--- src/rtl/scf_pkg.sv ---
package scf_pkg;
  localparam int unsigned SCF_CH_NUM_DEF = 4;
  localparam int unsigned SCF_DEPTH_DEF  = 16;
  localparam int unsigned SCF_WIDTH_DEF  = 64;

  function automatic int unsigned scf_bits(input int unsigned n);
    return (n > 1) ? $clog2(n) : 1;
  endfunction
endpackage

--- src/rtl/scf_rst_sync.sv ---
module scf_rst_sync (
  input  logic clk_i,
  input  logic rst_ni,
  output logic rst_no
);
  logic [1:0] sync_q;

  always_ff @(posedge clk_i or negedge rst_ni) begin
    if (!rst_ni) sync_q <= 2'b00;
    else         sync_q <= {sync_q[0], 1'b1};
  end

  assign rst_no = sync_q[1];
endmodule

--- src/rtl/scf_free_pool.sv ---
module scf_free_pool #(
  parameter int unsigned DEPTH = 16,
  parameter int unsigned AW    = 4,
  parameter int unsigned CW    = 5
) (
  input  logic          clk_i,
  input  logic          rst_ni,
  input  logic          take_i,
  input  logic          give_i,
  input  logic [AW-1:0] give_idx_i,
  output logic [AW-1:0] head_idx_o,
  output logic [CW-1:0] free_cnt_o
);
  localparam logic [AW-1:0] LAST = AW'(DEPTH - 1);

  logic [AW-1:0] idx_q [DEPTH];
  logic [AW-1:0] rd_q, rd_d, wr_q, wr_d;
  logic [CW-1:0] cnt_q, cnt_d;

  always_comb begin
    rd_d  = rd_q;
    wr_d  = wr_q;
    cnt_d = cnt_q;
    if (take_i) begin
      rd_d  = (rd_q == LAST) ? '0 : rd_q + 1'b1;
      cnt_d = cnt_d - 1'b1;
    end
    if (give_i) begin
      wr_d  = (wr_q == LAST) ? '0 : wr_q + 1'b1;
      cnt_d = cnt_d + 1'b1;
    end
  end

  always_ff @(posedge clk_i or negedge rst_ni) begin
    if (!rst_ni) begin
      rd_q  <= '0;
      wr_q  <= '0;
      cnt_q <= CW'(DEPTH);
    end else begin
      rd_q  <= rd_d;
      wr_q  <= wr_d;
      cnt_q <= cnt_d;
    end
  end

  always_ff @(posedge clk_i or negedge rst_ni) begin
    if (!rst_ni) begin
      for (int i = 0; i < DEPTH; i++) idx_q[i] <= AW'(i);
    end else if (give_i) begin
      idx_q[wr_q] <= give_idx_i;
    end
  end

  assign head_idx_o = idx_q[rd_q];
  assign free_cnt_o = cnt_q;

  // an entry is never taken from an empty free list
  assert_no_overflow_R2: assert property (@(posedge clk_i) disable iff (!rst_ni)
    take_i |-> (cnt_q != '0));
  // an entry is never returned to a full free list
  assert_no_double_free_R5: assert property (@(posedge clk_i) disable iff (!rst_ni)
    give_i |-> (cnt_q != CW'(DEPTH)));
endmodule

--- src/rtl/scf_chan_table.sv ---
module scf_chan_table #(
  parameter int unsigned CH_NUM = 4,
  parameter int unsigned DEPTH  = 16,
  parameter int unsigned AW     = 4,
  parameter int unsigned CW     = 5,
  parameter int unsigned CHW    = 2
) (
  input  logic                 clk_i,
  input  logic                 rst_ni,
  input  logic                 push_fire_i,
  input  logic [CHW-1:0]       push_chan_i,
  input  logic [AW-1:0]        push_addr_i,
  input  logic                 pop_fire_i,
  input  logic [CHW-1:0]       pop_chan_i,
  output logic [AW-1:0]        pop_head_o,
  output logic [CH_NUM*CW-1:0] occ_o,
  output logic [CH_NUM-1:0]    empty_o
);
  logic [AW-1:0] head_q [CH_NUM];
  logic [AW-1:0] head_d [CH_NUM];
  logic [AW-1:0] tail_q [CH_NUM];
  logic [AW-1:0] tail_d [CH_NUM];
  logic [CW-1:0] cnt_q  [CH_NUM];
  logic [CW-1:0] cnt_d  [CH_NUM];
  logic [AW-1:0] link_q [DEPTH];
  logic          link_we;
  logic [AW-1:0] link_wa;

  always_comb begin
    for (int c = 0; c < CH_NUM; c++) begin
      head_d[c] = head_q[c];
      tail_d[c] = tail_q[c];
      cnt_d[c]  = cnt_q[c];
    end
    link_we = 1'b0;
    link_wa = tail_q[push_chan_i];
    if (pop_fire_i) begin
      if (push_fire_i && (push_chan_i == pop_chan_i) && (cnt_q[pop_chan_i] == CW'(1)))
        head_d[pop_chan_i] = push_addr_i;
      else
        head_d[pop_chan_i] = link_q[head_q[pop_chan_i]];
      cnt_d[pop_chan_i] = cnt_d[pop_chan_i] - 1'b1;
    end
    if (push_fire_i) begin
      if (cnt_q[push_chan_i] == '0) head_d[push_chan_i] = push_addr_i;
      else                          link_we = 1'b1;
      tail_d[push_chan_i] = push_addr_i;
      cnt_d[push_chan_i]  = cnt_d[push_chan_i] + 1'b1;
    end
  end

  generate
    for (genvar g = 0; g < CH_NUM; g++) begin : g_chan
      always_ff @(posedge clk_i or negedge rst_ni) begin
        if (!rst_ni) begin
          head_q[g] <= '0;
          tail_q[g] <= '0;
          cnt_q[g]  <= '0;
        end else begin
          head_q[g] <= head_d[g];
          tail_q[g] <= tail_d[g];
          cnt_q[g]  <= cnt_d[g];
        end
      end
      assign occ_o[g*CW +: CW] = cnt_q[g];
      assign empty_o[g]        = (cnt_q[g] == '0);
    end
  endgenerate

  always_ff @(posedge clk_i) begin
    if (link_we) link_q[link_wa] <= push_addr_i;
  end

  assign pop_head_o = head_q[pop_chan_i];

  // a pop never reaches a channel that holds nothing
  assert_pop_nonempty_R3: assert property (@(posedge clk_i) disable iff (!rst_ni)
    pop_fire_i |-> (cnt_q[pop_chan_i] != '0));
  // popping the last word with no push to that channel empties it
  assert_last_pop_empties_R9: assert property (@(posedge clk_i) disable iff (!rst_ni)
    (pop_fire_i && (cnt_q[pop_chan_i] == CW'(1)) &&
     !(push_fire_i && (push_chan_i == pop_chan_i))) |=> empty_o[$past(pop_chan_i)]);
endmodule

--- src/rtl/scf_store.sv ---
module scf_store #(
  parameter int unsigned DEPTH = 16,
  parameter int unsigned WIDTH = 64,
  parameter int unsigned AW    = 4
) (
  input  logic             clk_i,
  input  logic             we_i,
  input  logic [AW-1:0]    waddr_i,
  input  logic [WIDTH-1:0] wdata_i,
  input  logic [AW-1:0]    raddr_i,
  output logic [WIDTH-1:0] rdata_o
);
  logic [WIDTH-1:0] mem_q [DEPTH];

  always_ff @(posedge clk_i) begin
    if (we_i) mem_q[waddr_i] <= wdata_i;
  end

  assign rdata_o = mem_q[raddr_i];
endmodule

--- src/rtl/shared_chan_fifo.sv ---
module shared_chan_fifo
  import scf_pkg::*;
#(
  parameter int unsigned CH_NUM = SCF_CH_NUM_DEF,
  parameter int unsigned DEPTH  = SCF_DEPTH_DEF,
  parameter int unsigned WIDTH  = SCF_WIDTH_DEF,
  localparam int unsigned AW    = scf_bits(DEPTH),
  localparam int unsigned CW    = $clog2(DEPTH + 1),
  localparam int unsigned CHW   = scf_bits(CH_NUM)
) (
  input  logic                 clk_i,
  input  logic                 rst_ni,
  input  logic                 push_valid_i,
  input  logic [CHW-1:0]       push_chan_i,
  input  logic [WIDTH-1:0]     push_data_i,
  output logic                 push_ready_o,
  input  logic                 pop_valid_i,
  input  logic [CHW-1:0]       pop_chan_i,
  output logic                 pop_ready_o,
  output logic [WIDTH-1:0]     pop_data_o,
  output logic [CH_NUM*CW-1:0] chan_occ_o,
  output logic [CH_NUM-1:0]    chan_empty_o,
  output logic [CW-1:0]        free_cnt_o
);
  logic          rst_n;
  logic          push_fire, pop_fire, both_fire;
  logic [AW-1:0] free_head, pop_head, alloc_addr;

  scf_rst_sync u_rst (.clk_i(clk_i), .rst_ni(rst_ni), .rst_no(rst_n));

  assign pop_ready_o  = ~chan_empty_o[pop_chan_i];
  assign pop_fire     = pop_valid_i & pop_ready_o;
  assign push_ready_o = (free_cnt_o != '0) | pop_fire;
  assign push_fire    = push_valid_i & push_ready_o;
  assign both_fire    = push_fire & pop_fire;
  // with both ports moving, the freed entry is reused at once
  assign alloc_addr   = both_fire ? pop_head : free_head;

  scf_free_pool #(.DEPTH(DEPTH), .AW(AW), .CW(CW)) u_free (
    .clk_i      (clk_i),
    .rst_ni     (rst_n),
    .take_i     (push_fire & ~pop_fire),
    .give_i     (pop_fire & ~push_fire),
    .give_idx_i (pop_head),
    .head_idx_o (free_head),
    .free_cnt_o (free_cnt_o)
  );

  scf_chan_table #(.CH_NUM(CH_NUM), .DEPTH(DEPTH), .AW(AW), .CW(CW), .CHW(CHW)) u_tab (
    .clk_i       (clk_i),
    .rst_ni      (rst_n),
    .push_fire_i (push_fire),
    .push_chan_i (push_chan_i),
    .push_addr_i (alloc_addr),
    .pop_fire_i  (pop_fire),
    .pop_chan_i  (pop_chan_i),
    .pop_head_o  (pop_head),
    .occ_o       (chan_occ_o),
    .empty_o     (chan_empty_o)
  );

  scf_store #(.DEPTH(DEPTH), .WIDTH(WIDTH), .AW(AW)) u_mem (
    .clk_i   (clk_i),
    .we_i    (push_fire),
    .waddr_i (alloc_addr),
    .wdata_i (push_data_i),
    .raddr_i (pop_head),
    .rdata_o (pop_data_o)
  );

  logic [CW+CHW:0] occ_sum;
  always_comb begin
    occ_sum = '0;
    for (int c = 0; c < CH_NUM; c++) occ_sum = occ_sum + chan_occ_o[c*CW +: CW];
  end

  // occupancies and free entries always add up to the pool depth
  assert_pool_conserved_R5: assert property (@(posedge clk_i) disable iff (!rst_n)
    (occ_sum + free_cnt_o) == DEPTH);
  // a push and a pop in one cycle leave the free count unchanged
  assert_both_keep_free_R6: assert property (@(posedge clk_i) disable iff (!rst_n)
    (push_valid_i && pop_valid_i && pop_ready_o) |=> (free_cnt_o == $past(free_cnt_o)));
  // a lone push into a full pool is refused
  assert_full_stall_R2: assert property (@(posedge clk_i) disable iff (!rst_n)
    (free_cnt_o == '0 && !pop_valid_i) |-> !push_ready_o);
  // a lone push takes exactly one free entry
  assert_push_takes_one_R8: assert property (@(posedge clk_i) disable iff (!rst_n)
    (push_valid_i && push_ready_o && !pop_valid_i) |=> (free_cnt_o == $past(free_cnt_o) - 1'b1));
endmodule

--- config.mk ---
export PLATFORM = sky130hd
export DESIGN_NAME = shared_chan_fifo
export DESIGN_NICKNAME = d
export VERILOG_FILES = /design/src/rtl/scf_pkg.sv /design/src/rtl/scf_rst_sync.sv /design/src/rtl/scf_free_pool.sv /design/src/rtl/scf_chan_table.sv /design/src/rtl/scf_store.sv /design/src/rtl/shared_chan_fifo.sv
export SDC_FILE = /design/constraint.sdc
export NUM_CORES = 2
export LEC_CHECK = 0
export ABC_AREA = 0
export BUFFER_PORTS_ARGS = -buffer_cell sky130_fd_sc_hd__buf_4
export CAP_MARGIN = 20
export CORE_MARGIN = 2
export CORE_UTILIZATION = 64
export CTS_CLUSTER_DIAMETER = 60
export DETAILED_ROUTE_END_ITERATION = 16
export PLACE_DENSITY = 0.82
export SYNTH_ARGS = -nofsm -noshare
export SYNTH_HDL_FRONTEND = slang
export SYNTH_HIERARCHICAL = 1
export SYNTH_SLANG_ARGS = --single-unit
--- constraint.sdc ---
create_clock -name clk_i -period 8.2 [get_ports clk_i]
set_input_delay 1.23 -clock clk_i [delete_from_list [all_inputs] [get_ports clk_i]]
set_output_delay 1.23 -clock clk_i [all_outputs]
set_load 0.05 [all_outputs]
==> results_dict.tcl <==
set metrics [dict create \
    min_period_ns 5.67 \
    vias_per_cell 7.08 \
    cts.sinks 1219 \
    io_pins 167 \
    async_reset_ff_frac 0.107 \
    ant_nets 0 \
    crit_path_top_delay_cell "nor2b_4" \
    final_cells 3616 \
    cp_top_family "simple AND/OR/NAND/NOR gates" \
    gp_congestion 0.871 \
    max-vdd-ir-drop_mv 0.498 \
    crit_top_cell "buf_4" \
    worst-path-stages 7 \
    layout_commonest_cell "edfxtp_1" \
    final_cell_mix "edfxtp_1, mux4_2, buf_4, a22oi_1, clkbuf_16" \
    cp_cell_sequence "buf_4 > mux4_2 > nor2b_4 > buf_4 > a22oi_1 > nand2_1 > buf_4" \
    crit_arrival_ns 4.44 \
    vias 25600 \
    syn_area_per_cell_um2 20.5 \
    yosysWarnings 6 \
    place_inst 3399 \
    wl_per_cell_um 32.6 \
    die_w_um 278 \
    required_ns 6.97 \
    grt_usage 0.309 \
    drive_gt1_frac 0.312 \
    finClkSkew_ns 0.0439 \
    cts_buffers 115 \
    dpl_cell_area_um2 50600 \
    synth_top_family_by_area "multiplexers" \
    setup_tns_ns 0 \
    synth_nets 2432 \
    grt_use_met1 0.416 \
    synth-simple-area-share 0.0305 \
    rrSetupSlack_ns 3.52 \
    synth-compound-area-share 0.0342 \
    grt_antenna_before_repair 9 \
    synth_ff_type "edfxtp_1" \
    ys_seq_area_frac 0.748 \
    path_clk_slew_ns 0.06 \
    synthToLayoutAreaGrowth_pct 13.1 \
    synth_cell_types 64 \
    final_area_um2 54400 \
    critPathLaunchType "input port" \
    end_kind "primary output" \
    first_pass_iters 6 \
    insertion_delay_ns 0.71 \
    status "finished, final reports clean" \
    grtUsageMet2 0.506 \
    setup_viol 0 \
    dieArea_um2 77400 \
    finalNetCount 2629 \
    worstPathMaxFanout 24 \
    row_count 100 \
    grt_pass1_vias 26400 \
    seqPwrFrac 0.388 \
    slew_viol_final 0 \
    synthXorXnorAreaFrac 0.00546 \
    cts_tree "yes" \
    rsz0062_at_grt "false" \
    use_met3 0.0584 \
    ys_ff_latch 1219 \
    dp_hpwl_mm 56.9 \
    total_power_mw 23.7 \
    combPwrFrac 0.385 \
    coreArea_um2 74400 \
    overflow 0 \
    synthCells 2350 \
    internal_power_mw 14.8 \
    busiest_layer "met2" \
    power_density_nw_per_um2 436 \
    drt_wl_total_mm 118 \
    drc 0 \
    grt_max_degree 125 \
    power.leakage_nw 18.3 \
    final_hold_viol_count 0 \
    min_period_over_period 0.692 \
    swShare 0.375 \
    cap_violations 0 \
    cp_slowest_stage_delay_ns 0.86 \
    cts_post_setup_buffers_inserted 0 \
    hp-class "in2async" \
    tightest_slew_ns 1.04 \
    drt_iter0_markers 3267 \
    grt_pass1_wl_mm 174 \
    cp.buffers_inverters 3 \
    cts_resized 0 \
    syn_area_um2 48100 \
    cts_root_buf "clkbuf_16" \
    numPortBuffers 166 \
    synth_fa_ha_area_frac 0.00260 \
    cts_hold_buf 0 \
    synthMuxAreaShare 0.164 \
    initial_core_util 0.646 \
    max_freq_ghz 0.176 \
    holdWs_ns 0.304 \
    synth_edf_count 1088 \
    htree_levels 3 \
    p_sw_mw 8.88 \
    path_class "in2out" \
    p_clk_frac 0.227 \
    die_y_um 278 \
    reg2reg_depth 8 \
    maxSlewHeadroom 0.308 \
    clk_path_buf_depth 3 \
]
## through the flow
stage                     setup slack (ns)   util
after global placement                2.59  0.680
after CTS                             2.58  0.731
after floorplan                      0.190      -
after detailed placement              2.58  0.680
final                                 2.53  0.731
after global routing                  2.42  0.731
## path summary, 6_finish.rpt
kind / start / end
worst min-delay path: rst_ni / u_rst/sync_q[1]
min in group clk_i: u_rst/sync_q[0] / u_rst/sync_q[1]
max in group asynchronous: u_rst/sync_q[1] / u_free/rd_q[3]
worst max register to register: u_tab/occ_o[12] / u_mem/mem_q[14][1]
worst min register to register: u_rst/sync_q[0] / u_rst/sync_q[1]
worst max-delay path: pop_chan_i[0] / pop_data_o[55]
## cells in the mapped netlist (all sizes together) (2+ instances only)
master   count  share of area
or3b         2        0.00036
mux2i       36         0.0075
a31oi        5        0.00065
buf         74          0.010
inv         14         0.0011
nand2b       8         0.0010
nor2b       15         0.0019
nand3       27         0.0028
nor3        12         0.0018
mux2        91          0.021
o21ai       23         0.0024
clkbuf      55         0.0045
a21bo        2        0.00042
nor3b        4        0.00062
a2111oi      5         0.0010
and3b        3        0.00055
xnor2       13         0.0024
and3         7        0.00091
a32oi        2        0.00036
nand4        5        0.00065
a22oi      142          0.022
dfstp       33          0.018
o31ai        2        0.00031
mux4       288           0.13
a221oi      14         0.0028
nand2      110         0.0086
nor2        85         0.0068
a21oi       14         0.0015
a311oi       4        0.00073
and2         9         0.0012
ha          10         0.0026
edfxtp    1088           0.68
dfrtp       98          0.051
or4          4        0.00062
xor2        17         0.0031
nand3b       8         0.0012
o211ai       5        0.00078
## layer usage
layer  routed length [µm]  part of all wire
met5                   67           0.00057
met3                12300              0.10
met2                59400              0.50
met4                 5030             0.043
met1                40900              0.35
## sequential cells by signal (all words and copies together), names as in the netlist, 4 cells and up
signal and cells:
u_tab/occ_o 20, u_tab/head_q 16, u_free/idx_q 64, u_free/rd_q 4
u_mem/mem_q 1024, u_tab/link_q 64, u_tab/tail_q 16, u_free/free_cnt_o 5
u_free/wr_q 4
## cell type report
type / instances / area, µm²
antenna: 3 / 7.51
clock buffer: 153 / 3100
clock inverter: 61 / 709
fill: 3955 / 20000
inverter: 14 / 52.6
multi-input combinational: 987 / 11500
sequential: 1219 / 36000
tap: 969 / 1210
timing repair buffer: 210 / 1810
## worst reg2reg max path, cell delays in order, from the launching register on
cell and delay (ns):
dfrtp_1 0.46, or4_1 0.55, nor2_1 0.31, mux4_2 0.44
nor2_4 0.07, mux2_2 0.64, nand3_1 0.51, nor2_4 0.87
buf_12 0.44
## power groups by stage
stage                     logic, mW  registers, mW  clock network, mW
after floorplan                5.94           9.29                  0
after global placement         8.75           9.06                  0
after detailed placement       8.91           9.20                  0
after CTS                      9.09           9.19               5.43
after global routing           9.48           9.29               5.64
final                          9.11           9.20               5.39
## kinds of logic after synthesis
| kind of cell | after synthesis |
|---|---|
| DFF | 1219 |
| other | 1 |
| adders and majority gates | 10 |
| AOI/OAI and AO/OA | 224 |
| and+or+nand+nor | 307 |
| xor gates and xnor gates | 30 |
| muxes | 415 |
| buffers and inverters | 144 |
Note: power is estimated with default switching activity, not from simulation.
